$ cat src/rtl/gfinv_pkg.sv
package gfinv_pkg;
    // Default field: degree and irreducible polynomial (bit i = coefficient of x^i)
    localparam int unsigned GF_DEG  = 8;
    localparam logic [GF_DEG:0] GF_POLY = 9'h11B;
endpackage

$ cat src/rtl/gfinv_sqr.sv
// Combinational squarer: spread bits to even positions, then reduce from the top.
module gfinv_sqr #(
    parameter int unsigned M    = gfinv_pkg::GF_DEG,
    parameter logic [M:0]  POLY = gfinv_pkg::GF_POLY
) (
    input  logic [M-1:0] x_i,
    output logic [M-1:0] sq_o
);
    localparam int unsigned WIDE = 2 * M - 1;

    logic [WIDE-1:0] wide;

    always_comb begin
        wide = '0;
        for (int i = 0; i < M; i++) begin
            wide[2*i] = x_i[i];
        end
        for (int k = WIDE - 1; k >= M; k--) begin
            if (wide[k]) begin
                wide[k -: M+1] = wide[k -: M+1] ^ POLY;
            end
        end
        sq_o = wide[M-1:0];
    end
endmodule

$ cat src/rtl/gfinv_mac.sv
// One cell row of the semi-systolic multiplier: acc*x + (sel ? addend : 0).
module gfinv_mac #(
    parameter int unsigned M    = gfinv_pkg::GF_DEG,
    parameter logic [M:0]  POLY = gfinv_pkg::GF_POLY
) (
    input  logic [M-1:0] acc_i,
    input  logic [M-1:0] addend_i,
    input  logic         sel_i,
    output logic [M-1:0] acc_o
);
    logic [M-1:0] shifted;

    always_comb begin
        shifted = {acc_i[M-2:0], 1'b0};
        if (acc_i[M-1]) begin
            shifted = shifted ^ POLY[M-1:0];
        end
        acc_o = shifted ^ (sel_i ? addend_i : '0);
    end
endmodule

$ cat src/rtl/gfinv_step.sv
// One recurrence step B <- A * B^2: a squaring stage, then M multiplier rows.
module gfinv_step #(
    parameter int unsigned M    = gfinv_pkg::GF_DEG,
    parameter logic [M:0]  POLY = gfinv_pkg::GF_POLY
) (
    input  logic         clk,
    input  logic         rst_n,
    input  logic         v_i,
    input  logic [M-1:0] b_i,
    input  logic [M-1:0] a_i,
    output logic         v_o,
    output logic [M-1:0] b_o,
    output logic [M-1:0] a_o
);
    typedef struct packed {
        logic         v;
        logic [M-1:0] s;
        logic [M-1:0] a;
    } sq_t;

    typedef struct packed {
        logic         v;
        logic [M-1:0] acc;
        logic [M-1:0] s;
        logic [M-1:0] a;
    } row_t;

    sq_t  sq_d, sq_q;
    row_t row_d [M];
    row_t row_q [M];

    logic [M-1:0] b_sq;
    logic [M-1:0] mac_acc [M];
    logic [M-1:0] mac_add [M];
    logic         mac_sel [M];
    logic [M-1:0] mac_out [M];

    gfinv_sqr #(.M(M), .POLY(POLY)) u_sqr (
        .x_i  (b_i),
        .sq_o (b_sq)
    );

    // Row r consumes carried-operand bit M-1-r (MSB first)
    for (genvar r = 0; r < M; r++) begin : g_row
        if (r == 0) begin : g_first
            assign mac_acc[r] = '0;
            assign mac_add[r] = sq_q.s;
            assign mac_sel[r] = sq_q.a[M-1];
        end else begin : g_next
            assign mac_acc[r] = row_q[r-1].acc;
            assign mac_add[r] = row_q[r-1].s;
            assign mac_sel[r] = row_q[r-1].a[M-1-r];
        end
        gfinv_mac #(.M(M), .POLY(POLY)) u_mac (
            .acc_i    (mac_acc[r]),
            .addend_i (mac_add[r]),
            .sel_i    (mac_sel[r]),
            .acc_o    (mac_out[r])
        );
    end

    always_comb begin
        sq_d.v = v_i;
        sq_d.s = b_sq;
        sq_d.a = a_i;
        for (int r = 0; r < M; r++) begin
            if (r == 0) begin
                row_d[r].v = sq_q.v;
                row_d[r].s = sq_q.s;
                row_d[r].a = sq_q.a;
            end else begin
                row_d[r].v = row_q[r-1].v;
                row_d[r].s = row_q[r-1].s;
                row_d[r].a = row_q[r-1].a;
            end
            row_d[r].acc = mac_out[r];
        end
    end

    always_ff @(posedge clk or negedge rst_n) begin
        if (!rst_n) begin
            sq_q <= '0;
            for (int r = 0; r < M; r++) begin
                row_q[r] <= '0;
            end
        end else begin
            sq_q <= sq_d;
            for (int r = 0; r < M; r++) begin
                row_q[r] <= row_d[r];
            end
        end
    end

    assign v_o = row_q[M-1].v;
    assign b_o = row_q[M-1].acc;
    assign a_o = row_q[M-1].a;
endmodule

$ cat src/rtl/gf_inv_pipe.sv
// Fully pipelined inverter: input register, M-2 square-then-multiply steps,
// final squaring into the output register.
module gf_inv_pipe #(
    parameter int unsigned M    = gfinv_pkg::GF_DEG,
    parameter logic [M:0]  POLY = gfinv_pkg::GF_POLY
) (
    input  logic         clk,
    input  logic         rst_n,
    input  logic         in_valid,
    input  logic [M-1:0] in_elem,
    output logic         out_valid,
    output logic [M-1:0] out_inv
);
    localparam int unsigned NSTEP    = M - 2;
    localparam int unsigned STEP_LAT = M + 1;
    localparam int unsigned LAT      = NSTEP * STEP_LAT + 2;

    typedef struct packed {
        logic         v;
        logic [M-1:0] e;
    } ent_t;

    typedef struct packed {
        logic         v;
        logic [M-1:0] inv;
    } res_t;

    typedef struct packed {
        ent_t ent;
        res_t res;
    } pipe_t;

    pipe_t d, q;

    logic         link_v [NSTEP+1];
    logic [M-1:0] link_b [NSTEP+1];
    logic [M-1:0] link_a [NSTEP+1];
    logic [M-1:0] fin_sq;

    assign link_v[0] = q.ent.v;
    assign link_b[0] = q.ent.e;
    assign link_a[0] = q.ent.e;

    for (genvar s = 0; s < NSTEP; s++) begin : g_step
        gfinv_step #(.M(M), .POLY(POLY)) u_step (
            .clk   (clk),
            .rst_n (rst_n),
            .v_i   (link_v[s]),
            .b_i   (link_b[s]),
            .a_i   (link_a[s]),
            .v_o   (link_v[s+1]),
            .b_o   (link_b[s+1]),
            .a_o   (link_a[s+1])
        );
    end

    gfinv_sqr #(.M(M), .POLY(POLY)) u_fin_sqr (
        .x_i  (link_b[NSTEP]),
        .sq_o (fin_sq)
    );

    always_comb begin
        // Idle slots carry zero so the output is quiet when not valid
        d.ent.v   = in_valid;
        d.ent.e   = in_valid ? in_elem : '0;
        d.res.v   = link_v[NSTEP];
        // The carried operand picks the defined zero result explicitly
        d.res.inv = (link_a[NSTEP] == '0) ? '0 : fin_sq;
    end

    always_ff @(posedge clk or negedge rst_n) begin
        if (!rst_n) begin
            q <= '0;
        end else begin
            q <= d;
        end
    end

    assign out_valid = q.res.v;
    assign out_inv   = q.res.inv;
endmodule

$ cat config.mk
export PLATFORM = sky130hd
export DESIGN_NAME = gf_inv_pipe
export DESIGN_NICKNAME = d
export VERILOG_FILES = /design/src/rtl/gfinv_pkg.sv /design/src/rtl/gfinv_sqr.sv /design/src/rtl/gfinv_mac.sv /design/src/rtl/gfinv_step.sv /design/src/rtl/gf_inv_pipe.sv
export SDC_FILE = /design/constraint.sdc
export NUM_CORES = 1
export LEC_CHECK = 0
export BUFFER_PORTS_ARGS = -buffer_cell sky130_fd_sc_hd__clkbuf_2
export CAP_MARGIN = 10
export CELL_PAD_IN_SITES_DETAIL_PLACEMENT = 1
export CELL_PAD_IN_SITES_GLOBAL_PLACEMENT = 2
export CORE_MARGIN = 10
export CORE_UTILIZATION = 51
export DETAILED_ROUTE_END_ITERATION = 6
export PLACE_DENSITY_LB_ADDON = 0.1
export SLEW_MARGIN = 0
export SYNTH_ARGS = -nofsm -noshare
export SYNTH_HDL_FRONTEND = slang
export SYNTH_SLANG_ARGS = --single-unit
$ cat constraint.sdc
create_clock -name clk -period 3.7 [get_ports clk]
set_clock_uncertainty 0.05 [all_clocks]
set_input_delay 0.37 -clock clk [delete_from_list [all_inputs] [get_ports clk]]
set_output_delay 0.37 -clock clk [all_outputs]
set_load 0.05 [all_outputs]
==> results of run 1 <==
==> flip-flops by register name, indices dropped and copies added, names as in the netlist <==
register	count
g_step.u_step.mac_add	384
g_step.u_step.row_d	384
g_step.u_step.mac_acc	336
g_step.u_step.a_o	48
g_step.u_step.b_o	48
g_step.u_step.mac_sel	48
link_a	8
out_inv	8
g_step.u_step.v_o	6
link_v	1
out_valid	1
==> stage by stage <==
step | hold WS, ps | instances
after CTS | 286 | 3464
after global placement | 281 | 3230
after floorplan | 24.4 | 2251
after detailed placement | 286 | 3230
final | 283 | 3464
after global routing | 297 | 3464
==> cells by family (layout without fill, tap and decap cells) <==
kind of cell / after synthesis / count (layout)
buffers and inverters: 42 / 286
AND/OR/NAND/NOR: 407 / 407
XOR/XNOR: 530 / 530
flip-flops: 1272 / 1272
==> synthesized netlist by cell type <==
master | number | share of area (%)
nor3_2 | 2 | 0.052
or4_4 | 2 | 0.059
xor2_1 | 159 | 3.6
nand2_1 | 336 | 3.3
dfrtp_1 | 1272 | 83
nor2_2 | 1 | 0.016
and2_1 | 58 | 0.95
xnor2_1 | 371 | 8.5
nor2_1 | 7 | 0.069
nor2_8 | 1 | 0.052
clkbuf_1 | 42 | 0.41
==> cell type report <==
| cell class | instances | area [um2] |
|---|---|---|
| Multi-Input combinational cell | 937 | 6360 |
| Sequential cell | 1272 | 31800 |
| Tap cell | 969 | 1210 |
| Fill cell | 6568 | 30200 |
| Clock buffer | 175 | 3580 |
| Clock inverter | 49 | 707 |
| Timing Repair Buffer | 62 | 596 |
==> power breakdown <==
part           switching (mW)  internal [mW]  total [mW]  leakage [nW]
sequential               2.32           17.6        19.9          15.9
clock                    5.10           7.83        12.9          2.13
combinational            2.03           2.28        4.31          2.71
==> metal layers <==
| metal | vias up | part of all wire, % | global-route usage [%] |
|---|---|---|---|
| li1 | 7155 | - | - |
| met3 | 117 | 2.7 | 2.55 |
| met2 | 171 | 54 | 27.6 |
| met5 | - | 0 | 0 |
| met4 | 0 | 2.6 | 5.03 |
| met1 | 8693 | 41 | 18.8 |
==> timing repair <==
action                                  CTS  global route
hold endpoints to repair                109             0
endpoints found under the setup margin    0             0
hold buffers                             10             0
==> path summary, 6_finish.rpt <==
kind	end	slack [ps]	depth (start not counted)
worst max-delay path	out_inv[0]	1960	1
worst min-delay path	g_step[2].u_step.row_d[132]	280	0
worst max register to register	out_inv[4]	2310	3
worst min register to register	g_step[2].u_step.row_d[132]	280	0
max in group asynchronous	g_step[0].u_step.mac_acc[54]	2070	3
min in group asynchronous	out_inv[7]	290	2
==> metrics, run 1 <==
status=finished clean; HP Class=flop to flop; # Post-CTS Setup Buffers=0; via count=16136; Synth Area in Adders=0%; Die Wd=294 um; Net Count, Synth=2262; share of the clock period used by the worst path after layout=47.1%; Post-route DRC=0; post-cts sizing count=0; # setup viols final=0; Initial Util=51.5%; total I/O pin count=20; Max Fclk=about 0.57 GHz; design area=44300 um2; Syn Area/Cell=17.0 um2; initial antenna violation count=1; CTS tree=built; grt ovf=0; Pwr Total=37.1 mW; clk root buf=clkbuf_16; Synth Cell Area=38300 um2; pre-CTS setup slack=1960 ps; CP Capture Type=primary output; post-synthesis simple-gate area fraction=between 4 and 5%; worst vdd ir=439 uV; Slew Limit Headroom=39.3%; number of CTS-inserted buffers=121; post-route setup slack=1960 ps; Final TNS setup=0 ps; fin crit period=1740 ps; layout cells sized above 1=10.5%; Crit path required time=3280 ps; largest net degree at the start of global routing=134; Lkg Pwr=20.7 nW; Worst Setup Start Kind=flop; Yosys Warn Count=0; first-pass GRT wire length=105000 um; kind of critical path=flop to primary output; FF+latch count, synth=1272; vias in the first global route=19292; Buffers on Ports=19; Worst-Margin Slew=between 900 and 1000 ps; Die Ht=294 um; Syn Inst Count=roughly 2300; n_diodes=0; deepest clock path buffer count=3; synth unique cells=11; Final ANT Viol Nets=0; pwr dens=838 nW/um2; RePlAce Congestion=0.730; area delta synth->final=15.5%; Clock Pin Slew Worst Setup and Hold Paths=70 ps; Hold Crit Start=g_step[2].u_step.row_d[157]; Buf/Inv on CP=1; total core area=74400 um2; GR Util All Layers=15.4%; num rows=100; max-slew violations=0; DP HPWL=around 36000 um; mux cell area share after synthesis=0%; max_cap viols=0; DIE AREA=approximately 87000 um2; unrepaired setup endpoints after global routing=false; via/cell ratio=between 4 and 5; 1st-iter DRT viols=910; clock latency at the later pin of the worst-skew pair=roughly 680 ps; Synth Area in Compound Gates=0%; xor and xnor fraction of the mapped netlist area=12.1%; largest family of logic cells by synthesized area=XOR/XNOR gates; WP data arrival=roughly 1300 ps; most common cell after layout, fill and taps aside=dfrtp_1; TritonRoute pass-1 iters=4; RR Startpoint=g_step[5].u_step.a_o[5]; CTS Sinks=roughly 1300; critical path cell sequence=clkbuf_2; Core Util, Final=just under 60%; Layout Nets=2405; Max stage delay on crit path=360 ps; critical path's top delay family=flip-flops; crit path from=out_inv[0]; most frequent cells in the layout=1272 x dfrtp_1, 371 x xnor2_1, 336 x nand2_1; htree depth=3; Seq/Total Area, Yosys=83.0%; slowest CP cell=dfrtp_1; Hold Fails Final Rpt=0; wire per inst=18.0 um; placed inst area=roughly 40000 um2; DRT Wirelength=62400 um; crit path max fanout=1
Note: power is estimated with default switching activity, not from simulation.
==> run 2: changes to the inputs <==
Settings changed: CORE_UTILIZATION 51 to 43.
Clock period 3.7 ns to 1.6 ns, I/O delays scaled along.
==> run 2 against run 1 <==
Against the previous run: utilization shrank 8.6 points; setup slack lost 1900 ps; count of clock-buffer cells in the layout grew 22; die area grew 17%; global-route usage shrank 3.3 points; critical endpoint is now out_inv[3]; final area grew 1.6%; total power grew 130%; largest power group unchanged; register-to-register slack lost 2100 ps; critical path depth is the same; cell count grew 6.6%.
==> metrics, run 2 (synthesis results as in run 1) <==
slowest CP cell=dfrtp_1 (unchanged); Levels on crit path=1 (unchanged); sw power=21.5 mW (was 9.46 mW); total I/O pin count=20 (unchanged); Final Non-Filler Cells=3693 (was 3464); Reg2Reg Depth=3 (unchanged); met1 usage=15.2% (was 18.8%); post-route setup slack=95.6 ps (was 1960 ps); initial antenna violation count=7 (was 1); Final TNS setup=0 ps (unchanged); max_cap viols=0 (unchanged); Net Sw Frac=25.1% (was 25.5%); via count=16073 (was 16136); Buffers on Ports=19 (unchanged); Clock Power Share=35.3% (was 34.8%); number of CTS-inserted buffers=133 (was 121); DRT Wirelength=57400 um (was 62400 um); HP Class=primary input to flop (was flop to flop); crit path max fanout=1 (unchanged); Slew Limit Headroom=66.5% (was 39.3%); total core area=88400 um2 (was 74400 um2); critical path cell sequence=clkbuf_2 (unchanged); GR Util All Layers=12.1% (was 15.4%); Logic pwr share=11.5% (was 11.6%); fin crit period=1500 ps; Die Ht=319 um (was 294 um); # Post-CTS Setup Buffers=0 (unchanged); via/cell ratio=4.35 (was 4.66); Clock Pin Slew Worst Setup and Hold Paths=60 ps (was 70 ps); CTS tree=built (unchanged); Die Wd=319 um (was 294 um); WP data arrival=1290 ps (was 1320 ps); layout cells sized above 1=11.2% (was 10.5%); Worst Setup Start Kind=flop (unchanged); deepest clock path buffer count=3 (unchanged); worst vdd ir=1050 uV (was 439 uV); clk root buf=clkbuf_16 (unchanged); vias in the first global route=18773 (was 19292); Buf/Inv on CP=1 (unchanged); max-slew violations=0 (unchanged); hold path depth=2 (was 0); kind of critical path=flop to primary output (unchanged); met2 Usage GRT=20.0% (was 27.6%); busiest layer in global routing=met2 (unchanged); Int Pwr=64.4 mW (was 27.7 mW); share of the clock period used by the worst path after layout=94.0%; area delta synth->final=17.3% (was 15.5%); met3 GRT Util=2.98% (was 2.55%); dpl cells=3445 (was 3230); Crit path required time=1390 ps (was 3280 ps); status=finished clean (unchanged); TritonRoute pass-1 iters=4 (unchanged); Initial Util=43.4% (was 51.5%); critical path's top delay family=flip-flops (unchanged); Lkg Pwr=20.9 nW (was 20.7 nW); unrepaired setup endpoints after global routing=false (unchanged); Core Util, Final=50.9% (was 59.5%); FF-to-FF setup slack=230 ps (was 2310 ps); Hold Fails Final Rpt=0 (unchanged); Final ANT Viol Nets=0 (unchanged); grt ovf=0 (unchanged); most common cell after layout, fill and taps aside=dfrtp_1 (unchanged); pre-CTS setup slack=234 ps (was 1960 ps); htree depth=4 (was 3); CTS Sinks=1272 (unchanged); num rows=109 (was 100); largest net degree at the start of global routing=99 (was 134); RePlAce Congestion=0.712 (was 0.730); Max stage delay on crit path=330 ps (was 360 ps); sequential power share=53.2% (was 53.6%); Layout Nets=2437 (was 2405); fillcell total=8223 (was 6568); Worst-Margin Slew=503 ps (was 911 ps); # setup viols final=0 (unchanged); DP HPWL=36500 um (was 36000 um); CP Capture Type=primary output (unchanged); first-pass GRT wire length=99200 um (was 105000 um); pwr dens=1910 nW/um2 (was 838 nW/um2); Max Fclk=0.665 GHz; wire per inst=15.5 um (was 18.0 um); Pwr Total=86.0 mW (was 37.1 mW); DIE AREA=102000 um2 (was 86600 um2); 1st-iter DRT viols=806 (was 910); clock latency at the later pin of the worst-skew pair=710 ps (was 680 ps); most frequent cells in the layout=1272 x dfrtp_1, 371 x xnor2_1, 336 x nand2_1 (unchanged); Post-route DRC=0 (unchanged)
## run 2: path summary, 6_finish.rpt
| kind | endpoint | startpoint |
|---|---|---|
| worst max-delay path | out_inv[3] | out_inv[3] |
| worst min-delay path | link_v[6] | in_valid |
| worst max register to register | out_inv[4] | g_step[5].u_step.a_o[5] |
| worst min register to register | g_step[2].u_step.row_d[152] | g_step[2].u_step.row_d[177] |
| max in group asynchronous | g_step[2].u_step.mac_add[45] | rst_n |
| min in group asynchronous | g_step[5].u_step.row_d[100] | rst_n |
## run 2: stage by stage
stage                     hold slack, ps  area (um2)
final                                153       45000
after global routing                 133       45000
after CTS                           83.4       45000
after detailed placement            21.3       40400
after global placement              24.0       40400
after floorplan                     -186       38300
## run 2: layout make-up
| cell class | count | area [um2] | share of cell area, % |
|---|---|---|---|
| Tap cell | 1165 | 1460 | 3.24 |
| Antenna cell | 1 | 2.50 | 0.00556 |
| Timing Repair Buffer | 82 | 898 | 2.00 |
| Clock inverter | 39 | 459 | 1.02 |
| Clock buffer | 197 | 3980 | 8.84 |
| Multi-Input combinational cell | 937 | 6360 | 14.1 |
| Sequential cell | 1272 | 31800 | 70.8 |
## run 2: metal layers
layer  wire length, um  vias to the layer above
met4              1450                        0
met5                 0                        -
li1                  -                     7248
met2             29000                      200
met1             24700                     8513
met3              2300                      112
## run 2: repair_timing
| action | in CTS | in global routing |
|---|---|---|
| hold buffers | 11 | 0 |
| setup endpoints to repair | 0 | 2 |
| resized for setup | 0 | 2 |
| hold endpoints to repair | 1281 | 0 |
## run 2: power by group through the flow
stage	combinational, mW	sequential (mW)	clock, mW
2_1_floorplan	7.69	44.4	0
4_1_cts	10.2	46.1	31.5
3_3_place_gp	9.80	46.4	0
6_report	9.85	45.7	30.4
3_5_place_dp	9.99	46.5	0
5_1_grt	11.2	46.9	33.0
